--- config.mk ---
export PLATFORM = sky130hd
export DESIGN_NAME = conv_sequencer
export DESIGN_NICKNAME = d
export VERILOG_FILES = /design/src/rtl/convseq_pkg.sv /design/src/rtl/convseq_cfg.sv /design/src/rtl/convseq_ctrl.sv /design/src/rtl/convseq_result.sv /design/src/rtl/conv_sequencer.sv
export SDC_FILE = /design/constraint.sdc
export NUM_CORES = 1
export LEC_CHECK = 0
export ABC_AREA = 1
export BUFFER_PORTS_ARGS = -buffer_cell sky130_fd_sc_hd__buf_2
export CAP_MARGIN = 15
export CORE_MARGIN = 3
export CORE_UTILIZATION = 30
export DETAILED_ROUTE_END_ITERATION = 10
export GPL_TIMING_DRIVEN = 1
export PLACE_DENSITY_LB_ADDON = 0.2
export SLEW_MARGIN = 20
export SYNTH_ARGS = -nofsm -noshare
export SYNTH_HDL_FRONTEND = slang
export SYNTH_SLANG_ARGS = --single-unit
--- constraint.sdc ---
create_clock -name clk -period 0.9 [get_ports clk]
set_input_delay 0.09 -clock clk [delete_from_list [all_inputs] [get_ports clk]]
set_output_delay 0.09 -clock clk [all_outputs]
set_load 0.01 [all_outputs]
--- src/rtl/convseq_pkg.sv ---
package convseq_pkg;
  localparam int CFG_W    = 8;
  localparam int ST_BIT   = 7;
  localparam int SC_BIT   = 4;
  localparam int GAIN_W   = 2;
  localparam logic [CFG_W-1:0] CFG_DEFAULT = 8'h80;

  typedef enum logic {PH_IDLE, PH_CONV} phase_e;

  typedef struct packed {
    logic              single;
    logic [GAIN_W-1:0] gain;
  } mode_t;
endpackage

--- src/rtl/convseq_cfg.sv ---
module convseq_cfg
  import convseq_pkg::*;
(
  input  logic              clk,
  input  logic              clr,
  input  logic              wr_en,
  input  logic              wr_single,
  input  logic [GAIN_W-1:0] wr_gain,
  output mode_t             cur,
  output mode_t             nxt
);
  always_comb begin
    nxt = cur;
    if (wr_en) begin
      nxt.single = wr_single;
      nxt.gain   = wr_gain;
    end
  end

  always_ff @(posedge clk) begin
    if (clr) begin
      cur.single <= 1'b0;
      cur.gain   <= '0;
    end else begin
      cur <= nxt;
    end
  end
endmodule

--- src/rtl/convseq_ctrl.sv ---
module convseq_ctrl
  import convseq_pkg::*;
(
  input  logic              clk,
  input  logic              clr,
  input  mode_t             nxt,
  input  logic              wr_go,
  input  logic              conv_done,
  output logic              conv_start,
  output logic              pwr_en,
  output logic [GAIN_W-1:0] gain_lat,
  output logic              capture
);
  phase_e phase_q;
  logic   launch;

  assign capture = conv_done && (phase_q == PH_CONV);

  // Idle: free-running mode launches on its own, one-shot mode needs a go write.
  // Running: only a stored result in free-running mode relaunches.
  always_comb begin
    if (phase_q == PH_IDLE) launch = !nxt.single || wr_go;
    else                    launch = capture && !nxt.single;
  end

  always_ff @(posedge clk) begin
    if (clr) begin
      phase_q    <= PH_IDLE;
      conv_start <= 1'b0;
      gain_lat   <= '0;
    end else begin
      conv_start <= launch;
      if (launch) begin
        phase_q  <= PH_CONV;
        gain_lat <= nxt.gain;
      end else if (capture) begin
        phase_q  <= PH_IDLE;
      end
    end
  end

  assign pwr_en = (phase_q == PH_CONV);
endmodule

--- src/rtl/convseq_result.sv ---
module convseq_result #(
  parameter int RES_W = 12,
  parameter int OUT_W = 16
) (
  input  logic             clk,
  input  logic             clr,
  input  logic             capture,
  input  logic [RES_W-1:0] result,
  output logic [OUT_W-1:0] out_q
);
  localparam int EXT_W = OUT_W - RES_W;

  logic [OUT_W-1:0] widened;

  generate
    if (EXT_W > 0) begin : g_ext
      assign widened = {{EXT_W{result[RES_W-1]}}, result};
    end else begin : g_flat
      assign widened = result[OUT_W-1:0];
    end
  endgenerate

  always_ff @(posedge clk) begin
    if (clr)          out_q <= '0;
    else if (capture) out_q <= widened;
  end
endmodule

--- src/rtl/conv_sequencer.sv ---
module conv_sequencer
  import convseq_pkg::*;
#(
  parameter int RES_W = 12,
  parameter int OUT_W = 16
) (
  input  logic              clk,
  input  logic              rst,
  input  logic              soft_rst_req,
  input  logic              cfg_wr_en,
  input  logic [CFG_W-1:0]  cfg_wr_data,
  output logic [CFG_W-1:0]  cfg_rd_data,
  output logic [OUT_W-1:0]  out_data,
  output logic              conv_start,
  output logic              conv_pwr_en,
  output logic [GAIN_W-1:0] conv_gain,
  input  logic              conv_done,
  input  logic [RES_W-1:0]  conv_result
);
  logic  clr;
  logic  capture;
  logic  busy;
  logic  unused_rsvd;
  mode_t cur;
  mode_t nxt;

  assign clr         = rst || soft_rst_req;
  assign unused_rsvd = ^{cfg_wr_data[6:5], cfg_wr_data[3:2]};

  convseq_cfg u_cfg (
    .clk       (clk),
    .clr       (clr),
    .wr_en     (cfg_wr_en),
    .wr_single (cfg_wr_data[SC_BIT]),
    .wr_gain   (cfg_wr_data[GAIN_W-1:0]),
    .cur       (cur),
    .nxt       (nxt)
  );

  convseq_ctrl u_ctrl (
    .clk        (clk),
    .clr        (clr),
    .nxt        (nxt),
    .wr_go      (cfg_wr_en && cfg_wr_data[ST_BIT]),
    .conv_done  (conv_done),
    .conv_start (conv_start),
    .pwr_en     (conv_pwr_en),
    .gain_lat   (conv_gain),
    .capture    (capture)
  );

  convseq_result #(.RES_W(RES_W), .OUT_W(OUT_W)) u_res (
    .clk     (clk),
    .clr     (clr),
    .capture (capture),
    .result  (conv_result),
    .out_q   (out_data)
  );

  assign busy        = !cur.single || conv_pwr_en;
  assign cfg_rd_data = {busy, 2'b00, cur.single, 2'b00, cur.gain};

  // gain handed to the converter does not move during a conversion
  a_r2_gain_hold: assert property (@(posedge clk) disable iff (rst)
    (conv_pwr_en && !conv_start) |-> $stable(conv_gain));

  // a stored result in free-running mode relaunches at once
  a_r3_relaunch: assert property (@(posedge clk) disable iff (rst)
    (capture && !nxt.single && !soft_rst_req) |=> conv_start);

  // a stored result in one-shot mode parks the converter
  a_r8_park: assert property (@(posedge clk) disable iff (rst)
    (capture && nxt.single && !soft_rst_req) |=> (!conv_pwr_en && !conv_start));

  // a start pulse always comes with power
  a_r5_start_powered: assert property (@(posedge clk) disable iff (rst)
    conv_start |-> conv_pwr_en);

  // upper bits copy the result sign
  a_r9_sign_ext: assert property (@(posedge clk) disable iff (rst)
    out_data[OUT_W-1:RES_W] == {(OUT_W-RES_W){out_data[RES_W-1]}});

  // reset request restores the power-on view
  a_r10_soft_reset: assert property (@(posedge clk) disable iff (rst)
    soft_rst_req |=> (out_data == '0 && cfg_rd_data == CFG_DEFAULT && !conv_pwr_en));

  // a done pulse with no conversion running is dropped
  a_r12_stray_done: assert property (@(posedge clk) disable iff (rst)
    (conv_done && !conv_pwr_en && !soft_rst_req) |=> $stable(out_data));
endmodule

After elaboration in Yosys (flattened, before gate mapping). Cells that the tools add are included.

Bits in registers: 19. Output and inout port bits: 28.

Mux-type cells: 4. Reduce and logical (&&, ||, !) cells: 9.

Operator list (number): 1-bit logical AND (3); 1-bit logical OR (3); 1-bit 2-to-1 mux (3); 3-bit 2-to-1 mux (1); 1-bit zero test (2); 2-bit nonzero test (1).

Depth between registers and ports, before layout. Gate-level depths: netlist of the first run.

Depth after elaboration: 5. Mapped depth: 8. Mapped depth without buffers: 8.

Hierarchy. From an unflattened synthesis of the first run, not the netlist that was laid out.

Cells, all modules: 149. Area, all modules: 937.1 µm².

Modules (own cells, without submodules): convseq_result (times used 1, cells an instance 80, area an instance 526.8 µm², sequential area each 240.2 µm²); convseq_ctrl (times used 1, cells an instance 31, area an instance 197.7 µm², sequential area each 80.1 µm²); convseq_cfg (times used 1, cells an instance 25, area an instance 145.1 µm², sequential area each 60.1 µm²); conv_sequencer (times used 1, cells an instance 13, area an instance 67.6 µm², sequential area each 0.0 µm²).

Least setup slack after synthesis of the first run. OpenSTA, ideal clock, no wires.

Path kind: reg-to-reg. Start: register u_ctrl.phase_q, in the netlist u_ctrl.pwr_en. End: register u_res.out_q[10]. Library setup time: 0.116 ns. Arrival: 0.843 ns. Required time: 0.784 ns. Setup slack: -0.059 ns. Cell stages (with the launch flop): 5. Buffers on the path: 1. Period minus slack after synthesis: 0.959 ns. Cell sequence: dfxtp_1 > nand2_1 > clkbuf_1 > o21ai_0 > nor2_1.

Longest elaborated chain between the ends: 1.

RTL lines: from (decl) (line convseq_ctrl.sv:14) `phase_e phase_q;`; from (signal assigned) (line convseq_ctrl.sv:28) `phase_q <= PH_IDLE;`; from (signal assigned) (line convseq_ctrl.sv:34) `phase_q <= PH_CONV;`; from (signal assigned) (line convseq_ctrl.sv:37) `phase_q <= PH_IDLE;`; 1-bit logical AND (line convseq_ctrl.sv:17) `assign capture = conv_done && (phase_q == PH_CONV);`; to (signal assigned) (line convseq_result.sv:25) `else if (capture) out_q <= widened;`; to (decl) (line convseq_result.sv:9) `output logic [OUT_W-1:0] out_q`.

No other way between the ends. A chain may end at the register's enable or synchronous reset.

Worst setup path in the final report of the first run.
Start: register u_ctrl.phase_q, in the netlist u_ctrl.pwr_en. End: output cfg_rd_data[7].

Longest elaborated chain between the ends: 1.

RTL lines: 1-bit logical OR (line conv_sequencer.sv:60) `assign busy = !cur.single || conv_pwr_en;`; to (decl) (line conv_sequencer.sv:12) `output logic [CFG_W-1:0] cfg_rd_data,`.

No other way between the ends.

==> summary.md, run 1 <==
| Metric | Value |
|---|---|
| CTS H-Tree Depth | 1 |
| Final Hold Violating Endpoints | 0 |
| Max Cap Violations | 0 |
| Startpoint Class | register |
| Core area | 0.002340 mm^2 |
| Final Worst Setup Slack | -0.05703 ns |
| Worst Path Required | 0.81 ns |
| Fraction of layout cells with a size suffix above 1 | 49.33% |
| Drt via density | 4.197 |
| Max Buffers Root-to-Sink | 2 |
| Tot GR Track Use | 11.18% |
| Routed via count | 747 |
| Leakage | 0.5573 nW |
| Final net count | 176 |
| Vias in the first global route | 726 |
| Initial Util | 33.48% |
| Synthesized instance count | 107 |
| CP max FO | 4 |
| Critical Path Slowest Stage Cell | dfxtp_4 |
| Total power draw | 1.531 mW |
| DR pass1 iterations | 3 |
| Mean Syn Cell Area | 7.320 um^2 |
| Worst VDD drop | 0.0007188 V |
| Outcome | finished with violations |
| RR Endpoint | u_res.out_q[5]$_SDFFE_PP0P_ |
| Die Wd | 57.10 um |
| Fmax | 1.045 GHz |
| Dpl hpwl | 1409 um |
| Pins Over Slew Limit | 0 |
| Worst Path Arrival | 0.87 ns |
| Worst setup EP type | output pin |
| Syn-to-layout area delta | 39.14% |
| Endpoints failing setup | 7 |
| Cell area after synthesis | 783.3 um^2 |
| Power density cells | 1405 mW/mm^2 |
| Worst-Skew Late Latency | 0.29 ns |
| CP Cell Sequence | inv_2 > nand2_1 > buf_2 |
| Root Buffer | clkbuf_4 |
| CP Class | register to output pin |
| R2R depth | 4 |
| Fin crit share | 106.3% |
| R2R setup slack | -0.04 ns |
| Non-filler cells, final | 178 |
| Most frequent cells in the layout | 38 x buf_2, 27 x nor2_1, 16 x nand2_1 |
| CTS Sinks | 19 |
| Clock-pin slew on the worst setup and hold paths | 0.11 ns |
| Avg WL per Cell | 9.618 um |
| Layout Utilization | 46.58% |
| Remaining DRCs | 0 |
| Critical Path Sink | cfg_rd_data[7] |
| Placer congestion estimate | 0.8353 |
| Largest net degree at the start of global routing | 17 |
| Period minus WS final | 0.9570 ns |
| TritonCTS clock tree | built |
| First-pass GRT wire length | 2939 um |
| Rows | 17 |
| Flops & latches, synth | 19 |
| GRT Residual Overflow | 0 |
| Die height | 57.10 um |
| Hold Crit Class | input pin to register |
| Initial drt markers | 8 |
| Violated checks | negative setup slack |
| Hold-fix buffers, CTS | 0 |
| Detail Route Antenna Nets | 0 |
| Worst Setup SP | u_ctrl.pwr_en$_SDFFE_PP0P_ |
| Postcts setup bufs | 0 |
| Clock buffer count from CTS | 3 |
| Synth cell types | 13 |
| Diode count | 0 |
| Commonest non-fill, non-tap cell in the layout | buf_2 |
| Worst Skew | 0.008575 ns |
| Syn. warnings | 0 |
| IO Port Bufs | 44 |
| Register area share after synthesis | 48.56% |
| RSZ-0062 raised after global routing | true |
| Reg-to-Reg Start | u_ctrl.pwr_en$_SDFFE_PP0P_ |
| Die ar. | 0.003260 mm^2 |
| Placed cells | 174 |
| I/O pins | 53 |
| Crit path largest cell delay | 0.37 ns |
| Wirelength, routed | 1712 um |
| Initial antenna violation count | 0 |
## through the flow
stage               worst slack, ns  TNS [ns]  instance area (um^2)  hold slack (ns)
floorplan                  0.002376         0                 795.8           0.2530
global placement           -0.04746   -0.5064                 994.7           0.3360
detailed placement         -0.07959   -0.6889                 994.7           0.3484
CTS                        -0.06395   -0.4568                  1060          0.01983
global route                -0.1126    -1.467                  1090          0.02579
finish                     -0.05703   -0.1565                  1090          0.01961
## state kept, by name (all words and copies together) (netlist names)
signal and cells:
u_ctrl.pwr_en 1, u_ctrl.conv_start 1, u_ctrl.gain_lat 2, u_res.out_q 12
u_cfg.cur 3
## critical path: cells and delay by family, from the launching register on
family | cells | cell delay (ns)
buf+inv | 2 | 0.18
flops | 1 | 0.37
simple gates | 1 | 0.04
## synthesized netlist by cell type, drive strengths merged
cell type	count	area share, %
o21ai	12	7.7
dfxtp	19	49
nand2	18	9.3
buf	11	11
nor2	30	15
inv	8	3.8
clkbuf	1	0.48
a21oi	3	1.9
nand3	4	2.6
conb	1	0.48
## where the power goes
group,switching [mW],internal [mW],total (mW)
combinational,0.126,0.106,0.233
clock,0.253,0.165,0.418
sequential,0.0151,0.865,0.880
total,0.395,1.14,1.53
## logic make-up after synthesis
logic type,synth area share [%]
AOI/OAI and AO/OA,9.584
other,0.4788
DFF,48.56
buffers and inverters,14.86
and+or+nand+nor,26.52
## area by class of cell
type / instances / area (um^2)
Clock buffer: 3 / 22.52
Sequential cell: 19 / 402.9
Clock inverter: 1 / 5.005
Tap cell: 28 / 35.03
Fill cell: 267 / 1250
Inverter: 8 / 30.03
Multi-Input combinational cell: 71 / 302.8
Timing Repair Buffer: 48 / 291.5
## what timing repair did
| action | CTS | global route |
|---|---|---|
| endpoints found under the setup margin | 21 | 34 |
| resized for setup | 13 | 19 |
| hold endpoints to repair | 0 | 0 |
## worst min-delay path by stage
stage,from,end,depth (start not counted)
2_1_floorplan,cfg_wr_en,u_cfg.cur[0]$_SDFF_PP0_,2
3_3_place_gp,conv_result[9],u_res.out_q[9]$_SDFFE_PP0P_,3
3_5_place_dp,conv_result[4],u_res.out_q[4]$_SDFFE_PP0P_,3
4_1_cts,conv_result[7],u_res.out_q[7]$_SDFFE_PP0P_,3
5_1_grt,conv_result[3],u_res.out_q[3]$_SDFFE_PP0P_,3
6_report,conv_result[4],u_res.out_q[4]$_SDFFE_PP0P_,3
## routing by layer
| metal | track usage [%] | wire [um] |
|---|---|---|
| met1 | 12.93 | 735 |
| met2 | 19.74 | 859 |
| met4 | 5.960 | 19 |
| met3 | 1.584 | 97 |
| met5 | 0 | 0 |
No activity file was read; power rests on OpenSTA's default activity.
==> inputs of run 2 (changes only) <==
ABC_AREA = default   (was 1)
==> run 2 against run 1 <==
Effect of this change:
- highest routed layer unchanged
- register-to-register slack got worse by 0.10 ns
- worst setup slack got worse by 0.084 ns
- utilization rose by 2.3 points
- die area rose by 2.4%
- clock-buffer cell count rose by 1
- clock skew fell by 0.0050 ns
- synthesized cell count fell by 12%
- critical path depth did not move
- the run still ends with negative setup slack left
- largest power group unchanged
- final cell count fell by 2.2%
- synthesized area rose by 2.7%
- design area rose by 13%
- global-route usage rose by 1.5 points
==> summary.md, run 2 <==
| Metric | Value |
|---|---|
| Startpoint Class | register |
| First-pass GRT wire length | 3208 um (+9.2%) |
| Synth top area share | 47.28% (-1.3 points) |
| Most frequent cells after synthesis | 27 x nand2_1, 19 x dfxtp_1, 13 x a21oi_1, 9 x buf_4, 4 x nor2_1 |
| Filler Cells Inserted | 260 (-2.6%) |
| Syn-to-layout area delta | 53.34% |
| Worst Path Arrival | 1.23 ns (+0.36 ns) |
| Ranking of synthesized cells by area | dfxtp_1 47%, nand2_1 13%, buf_4 8.4%, a21oi_1 8.1%, mux2_1 2.8% |
| RR Endpoint | u_ctrl.gain_lat[1]$_SDFFE_PP0P_ |
| Total power draw | 1.555 mW (+1.5%) |
| Flops & latches, synth | 19 (unchanged) |
| Avg WL per Cell | 11.43 um (+19%) |
| Fin crit share | 115.7% (+9.4 points) |
| GRT Residual Overflow | 0 (unchanged) |
| Clock-pin slew on the worst setup and hold paths | 0.11 ns (about the same) |
| Synth cell types | 22 (+9) |
| Fraction of layout cells with a size suffix above 1 | 53.47% (+4.1 points) |
| Die height | 57.79 um (+1.2%) |
| Mean Syn Cell Area | 8.559 um^2 (+17%) |
| Combinational Power Share | 16.1% (+0.9 points) |
| Drt via density | 4.345 (+3.5%) |
| Die ar. | 0.003339 mm^2 (+2.4%) |
| Number of synthesized flops with an enable pin | 0 (unchanged) |
| Vias in the first global route | 739 (+1.8%) |
| Violated checks | negative setup slack |
| Most frequent cells in the layout | 35 x buf_2, 27 x nand2_1, 13 x a21oi_1 |
| Period minus WS final | 1.041 ns (+0.08436 ns) |
| Rows | 18 (+1) |
| Worst-Skew Late Latency | 0.29 ns (about the same) |
| Internal power | 1.165 mW (+2.5%) |
| Hold depth | 3 (unchanged) |
| Biggest regs | u_res.out_q x12, u_cfg.cur x3, u_ctrl.gain_lat x2 |
| Worst Setup SP | u_ctrl.pwr_en$_SDFFE_PP0P_ |
| Setup TNS | -0.8337 ns (-0.6772 ns) |
| Outcome | finished with violations |
| Fmax | 0.9603 GHz (-8.1%) |
| Synthesized instance count | 94 (-12%) |
| Async S/R FF share, synth | 0% (unchanged) |
| Initial Util | 31.89% (-1.6 points) |
| Largest net degree at the start of global routing | 13 (-4) |
| CTS Sinks | 19 (unchanged) |
| Worst Path Required | 1.09 ns (+0.28 ns) |
| DR pass1 iterations | 3 (unchanged) |
| RSZ-0062 raised after global routing | true |
| Placer congestion estimate | 0.7124 (-15%) |
| Endpoints failing setup | 18 (+11) |
| Hold endpoint | u_res.out_q[0]$_SDFFE_PP0P_ |
| Reg-to-Reg Start | u_ctrl.pwr_en$_SDFFE_PP0P_ |
| Biggest register | u_res.out_q |
| Worst VDD drop | 0.0005808 V (-19%) |
| IO Port Bufs | 44 (unchanged) |
| R2R setup slack | -0.14 ns (-0.10 ns) |
| Switching power | 389.4 uW (-1.3%) |
| Hold Crit Class | input pin to register |
| CP max FO | 5 (+1) |
| Remaining DRCs | 0 (unchanged) |
| Max FFs per register | 12 (unchanged) |
| I/O pins | 53 (unchanged) |
| Initial drt markers | 12 (+4) |
| Reg power frac | 56.0% (-1.5 points) |
| Final Hold Violating Endpoints | 0 (unchanged) |
| Diode count | 0 (unchanged) |
| Layout Utilization | 48.91% (+2.3 points) |
| Dpl hpwl | 1443 um (+2.4%) |
| Clk network pwr share | 28.0% (+0.7 points) |
| Wirelength, routed | 1989 um (+16%) |
| Top-count cell post-synth | nand2_1 |
| Hold Slack | 0.02080 ns (+0.001186 ns) |
| Worst Min Path Start | conv_result[0] |
| Detail Route Antenna Nets | 0 (unchanged) |
| Register area share after synthesis | 47.28% (-1.3 points) |
| CP Class | register to register |
| Syn. warnings | 0 (unchanged) |
| Core area | 0.002522 mm^2 (+7.8%) |
| Initial antenna violation count | 0 (unchanged) |
| Clock buffer count from CTS | 3 (unchanged) |
| Final Worst Setup Slack | -0.1414 ns (-0.08436 ns) |
| Die Wd | 57.79 um (+1.2%) |
| Max Cap Violations | 0 (unchanged) |
| Synth area leader | dfxtp_1 |
| Pins Over Slew Limit | 0 (unchanged) |
| R2R depth | 3 (-1) |
| Power density cells | 1260 mW/mm^2 (-10%) |
| Max Buffers Root-to-Sink | 2 (unchanged) |
| Non-filler cells, final | 174 (-2.2%) |
| Sw frac | 25.04% (-0.73 points) |
| Root Buffer | clkbuf_4 |
| Worst Skew | 0.003557 ns (-0.005017 ns) |
| CTS H-Tree Depth | 1 (unchanged) |
| Placed cells | 166 (-4.6%) |
| Final net count | 170 (-3.4%) |
| Commonest non-fill, non-tap cell in the layout | buf_2 |
| Routed via count | 756 (+1.2%) |
| TritonCTS clock tree | built |
| Leakage | 0.5753 nW (+3.2%) |
| Worst setup EP type | register |
| Tot GR Track Use | 12.65% (+1.5 points) |
| Synth Flop Type | dfxtp_1 |
| Cell area after synthesis | 804.5 um^2 (+2.7%) |
==> run 2: changes by cell type in the layout (fill, tap and decap cells not counted), sizes merged, moves of 3 or more <==
| cell | before | now |
|---|---|---|
| a21oi | 3 | 13 |
| and2 | 0 | 3 |
| buf | 48 | 56 |
| inv | 8 | 1 |
| nand2 | 18 | 27 |
| nand3 | 4 | 0 |
| nor2 | 30 | 4 |
| o21ai | 12 | 0 |
==> run 2: how the worst max path moves through the flow <==
stage,endpoint,slack (ns),depth (start not counted)
final,u_ctrl.gain_lat[1]$_SDFFE_PP0P_,-0.14,3
after global routing,u_ctrl.gain_lat[1]$_SDFFE_PP0P_,-0.20,3
after CTS,u_ctrl.gain_lat[1]$_SDFFE_PP0P_,-0.14,3
after detailed placement,u_ctrl.gain_lat[1]$_SDFFE_PP0P_,-0.20,3
after global placement,u_ctrl.gain_lat[1]$_SDFFE_PP0P_,-0.15,3
after floorplan,u_ctrl.gain_lat[0]$_SDFFE_PP0P_,-0.14,3
==> run 2: logic make-up after synthesis <==
family	count (synthesis)	synth area share (%)
other	1	0.4661
muxes	4	5.288
and+or+nand+nor	37	19.44
AOI/OAI and AO/OA	18	14.93
DFF	19	47.28
buffers and inverters	15	12.60
==> run 2: power groups by stage <==
stage                     Combinational [mW]  Sequential [mW]  Clock [mW]
final                                  0.250            0.870       0.435
after global routing                   0.275            0.874       0.496
after CTS                              0.236            0.868       0.462
after detailed placement               0.213            0.888           0
after global placement                 0.208            0.887           0
after floorplan                        0.110            0.898           0
==> run 2: what timing repair did <==
item	in CTS	in global routing
setup endpoints to repair	21	32
resized for setup	14	12
pin swaps	2	0
hold buffers	0	1
hold endpoints to repair	0	1
setup buffers	2	1
==> run 2: layout make-up <==
| class | instances | area [um^2] | area share, % |
|---|---|---|---|
| well taps | 30 | 37.54 | 3.043 |
| repair buffers | 57 | 405.4 | 32.86 |
| inverters | 1 | 6.256 | 0.5071 |
| flip-flops and latches | 19 | 399.1 | 32.35 |
| clock buffers | 4 | 26.28 | 2.130 |
| multi-input cells | 63 | 359.1 | 29.11 |
==> run 2: through the flow <==
| stage | instance area [um^2] | setup WS [ns] |
|---|---|---|
| after detailed placement | 1072 | -0.2033 |
| after floorplan | 823.3 | -0.1392 |
| after CTS | 1181 | -0.1446 |
| final | 1234 | -0.1414 |
| after global routing | 1234 | -0.1959 |
| after global placement | 1072 | -0.1461 |
==> run 2: metal layers <==
metal	track usage [%]	share of wire, %
met1	13.93	39
met2	22.10	53
met3	4.454	7.3
met4	4.967	0.65
met5	0	0
==> run 2: critical path: stages (launching register included) <==
cell      delay, ns
dfxtp_4        0.39
inv_4          0.04
o221ai_4       0.18
mux2_4         0.32
==> inputs of run 3 (changes only) <==
CORE_ASPECT_RATIO = 0.6   (was default)
SKIP_CTS_REPAIR_TIMING = 1   (was default)
==> run 3 against run 2 <==
Effect of this change:
- the flow still finishes with violations (negative setup slack)
- critical endpoint unchanged
- global-route usage down 2.0 points
- register-to-register slack is essentially flat
- design area grew 0.61%
- die area increased by 0.61%
- non-clock buffer count decreased by 1
- largest cell class is now multi-input gates
- critical path depth is the same
- highest routed layer is now met3
- via count stayed put
- first-iteration DRC count stayed put
- maximum frequency increased by 0.89%
- worst setup slack better by 0.0092 ns
- routed wire length down 0.60%
- clock power increased by 33%
==> summary.md, run 3 (synthesis gave the netlist of run 2 again) <==
| Metric | Value |
|---|---|
| Violated checks | negative setup slack |
| R2R depth | 3 (unchanged) |
| Biggest regs | u_res.out_q x12, u_cfg.cur x3, u_ctrl.gain_lat x2 |
| Max FFs per register | 12 (unchanged) |
| Final Hold Violating Endpoints | 0 (unchanged) |
| Pins Over Slew Limit | 0 (unchanged) |
| Period minus WS final | 1.032 ns (-0.009159 ns) |
| Wirelength, routed | 1977 um (-0.60%) |
| Initial antenna violation count | 0 (unchanged) |
| Die Wd | 72.86 um (+26%) |
| Max Buffers Root-to-Sink | 2 (unchanged) |
| Hold endpoint | u_res.out_q[5]$_SDFFE_PP0P_ |
| Root Buffer | clkbuf_8 |
| Reg-to-Reg Start | u_ctrl.pwr_en$_SDFFE_PP0P_ |
| RR Endpoint | u_ctrl.gain_lat[1]$_SDFFE_PP0P_ |
| Dpl hpwl | 1403 um (-2.8%) |
| Max Cap Violations | 0 (unchanged) |
| Critical Path Slowest Stage Cell | dfxtp_4 |
| Syn-to-layout area delta | 54.28% |
| Die height | 46.11 um (-20%) |
| Leakage | 0.5868 nW (+2.0%) |
| Fmax | 0.9688 GHz (+0.89%) |
| Reg area | 386.6 um^2 (-3.1%) |
| Placer congestion estimate | 0.7204 (+1.1%) |
| Worst Skew | 0.002216 ns (-0.001342 ns) |
| Worst-Skew Late Latency | 0.25 ns (-0.04 ns) |
| CP Class | register to register |
| Worst setup EP type | register |
| IO Port Bufs | 44 (unchanged) |
| Drt via density | 4.370 (+0.58%) |
| Biggest register | u_res.out_q |
| R2R setup slack | -0.13 ns (about the same) |
| Endpoints failing setup | 17 (-1) |
| CP Buf/Inv Count | 1 (unchanged) |
| Most frequent cells in the layout | 42 x buf_2, 25 x nand2_1, 16 x dfxtp_1 |
| Avg WL per Cell | 11.43 um (about the same) |
| Crit path largest cell delay | 0.36 ns (-0.03 ns) |
| Fin crit share | 114.7% (-1.0 points) |
| Tot GR Track Use | 10.68% (-2.0 points) |
| Rows | 13 (-5) |
| Final net count | 169 (-0.59%) |
| Core area | 0.002342 mm^2 (-7.1%) |
| Worst Min Path Start | conv_result[5] |
| DR pass1 iterations | 4 (+1) |
| Worst VDD drop | 0.0009286 V (+60%) |
| Power density cells | 1380 mW/mm^2 (+9.5%) |
| Fraction of layout cells with a size suffix above 1 | 54.55% (+1.1 points) |
| Die ar. | 0.003359 mm^2 (+0.61%) |
| Placed cells | 167 (+0.60%) |
| I/O pins | 53 (unchanged) |
| Worst Path Required | 1.04 ns (-0.05 ns) |
| CTS Sinks | 19 (unchanged) |
| CP max FO | 3 (-2) |
| Startpoint Class | register |
| Clock buffer count from CTS | 3 (unchanged) |
| First-pass GRT wire length | 2691 um (-16%) |
| Initial drt markers | 12 (unchanged) |
| Filler Cells Inserted | 241 (-7.3%) |
| Remaining DRCs | 0 (unchanged) |
| Clock-pin slew on the worst setup and hold paths | 0.07 ns (-0.04 ns) |
| Initial Util | 34.35% (+2.5 points) |
| RSZ-0062 raised after global routing | true |
| Footprint of the multi-input gates | 396.6 um^2 (+10%) |
| GRT Residual Overflow | 0 (unchanged) |
| CTS H-Tree Depth | 1 (unchanged) |
| Routed via count | 756 (unchanged) |
| Detail Route Antenna Nets | 0 (unchanged) |
| Hold depth | 3 (unchanged) |
| Commonest non-fill, non-tap cell in the layout | buf_2 |
| Outcome | finished with violations |
| Worst path top cell family by delay | flip-flops |
| Non-filler cells, final | 173 (-0.57%) |
| Vias in the first global route | 648 (-12%) |
| Diode count | 0 (unchanged) |
| TritonCTS clock tree | built |
| Largest net degree at the start of global routing | 13 (unchanged) |
| Pre-CTS WS | -0.1931 ns (+0.01022 ns) |
| Worst Path Arrival | 1.17 ns (-0.06 ns) |
| Final Worst Setup Slack | -0.1322 ns (+0.009159 ns) |
| CP Cell Sequence | inv_4 > o221ai_4 > mux2_4 |
| Setup TNS | -0.7661 ns (+0.06764 ns) |
| Hold Crit Class | input pin to register |
-- run 3: power by group --
part | leakage (nW) | switching [mW] | internal [mW]
Sequential | 0.156 | 0.0104 | 0.859
Clock | 0.0228 | 0.264 | 0.314
Combinational | 0.408 | 0.125 | 0.141
-- run 3: worst reg2reg max path: cells and delay by family, from the launching register on --
family | cells | cell delay [ns]
AOI/OAI and AO/OA | 1 | 0.19
buffers and inverters | 1 | 0.04
DFF | 1 | 0.36
muxes | 1 | 0.33
-- run 3: layout make-up --
class                      instances  area share, %
timing repair buffer              56          29.74
multi-input combinational         63          31.96
inverter                           1         0.5040
clock buffer                       4          3.629
sequential                        19          31.15
tap                               30          3.024
-- run 3: how the worst max path moves through the flow --
stage	end	startpoint	slack (ns)	depth (start not counted)
5_1_grt	u_ctrl.gain_lat[1]$_SDFFE_PP0P_	u_ctrl.pwr_en$_SDFFE_PP0P_	-0.17	3
3_5_place_dp	u_ctrl.gain_lat[1]$_SDFFE_PP0P_	u_ctrl.pwr_en$_SDFFE_PP0P_	-0.19	3
2_1_floorplan	u_ctrl.gain_lat[0]$_SDFFE_PP0P_	u_ctrl.pwr_en$_SDFFE_PP0P_	-0.14	3
3_3_place_gp	u_ctrl.gain_lat[0]$_SDFFE_PP0P_	u_ctrl.pwr_en$_SDFFE_PP0P_	-0.16	3
6_report	u_ctrl.gain_lat[1]$_SDFFE_PP0P_	u_ctrl.pwr_en$_SDFFE_PP0P_	-0.13	3
4_1_cts	u_ctrl.gain_lat[1]$_SDFFE_PP0P_	u_ctrl.pwr_en$_SDFFE_PP0P_	-0.20	3
-- run 3: through the flow --
stage / cell area [um^2] / total power, mW / hold slack (ns) / utilization [%]
floorplan: 823.3 / 1.007 / 0.2260 / -
global placement: 1080 / 1.104 / 0.3325 / 46.10
detailed placement: 1080 / 1.107 / 0.3374 / 46.10
CTS: 1125 / 1.681 / 0.06705 / 48.02
global route: 1241 / 1.789 / 0.07325 / 52.99
finish: 1241 / 1.713 / 0.07548 / 52.99
-- run 3: layer usage --
| layer | vias up | share of wire (%) | wire length, um | GRT usage, % |
|---|---|---|---|---|
| met3 | 0 | 8.3 | 164 | 5.011 |
| met1 | 342 | 42 | 822 | 12.68 |
| met5 | - | 0 | 0 | 0 |
| li1 | 386 | - | - | - |
| met4 | 0 | 0 | 0 | 2.206 |
| met2 | 28 | 50 | 990 | 17.92 |
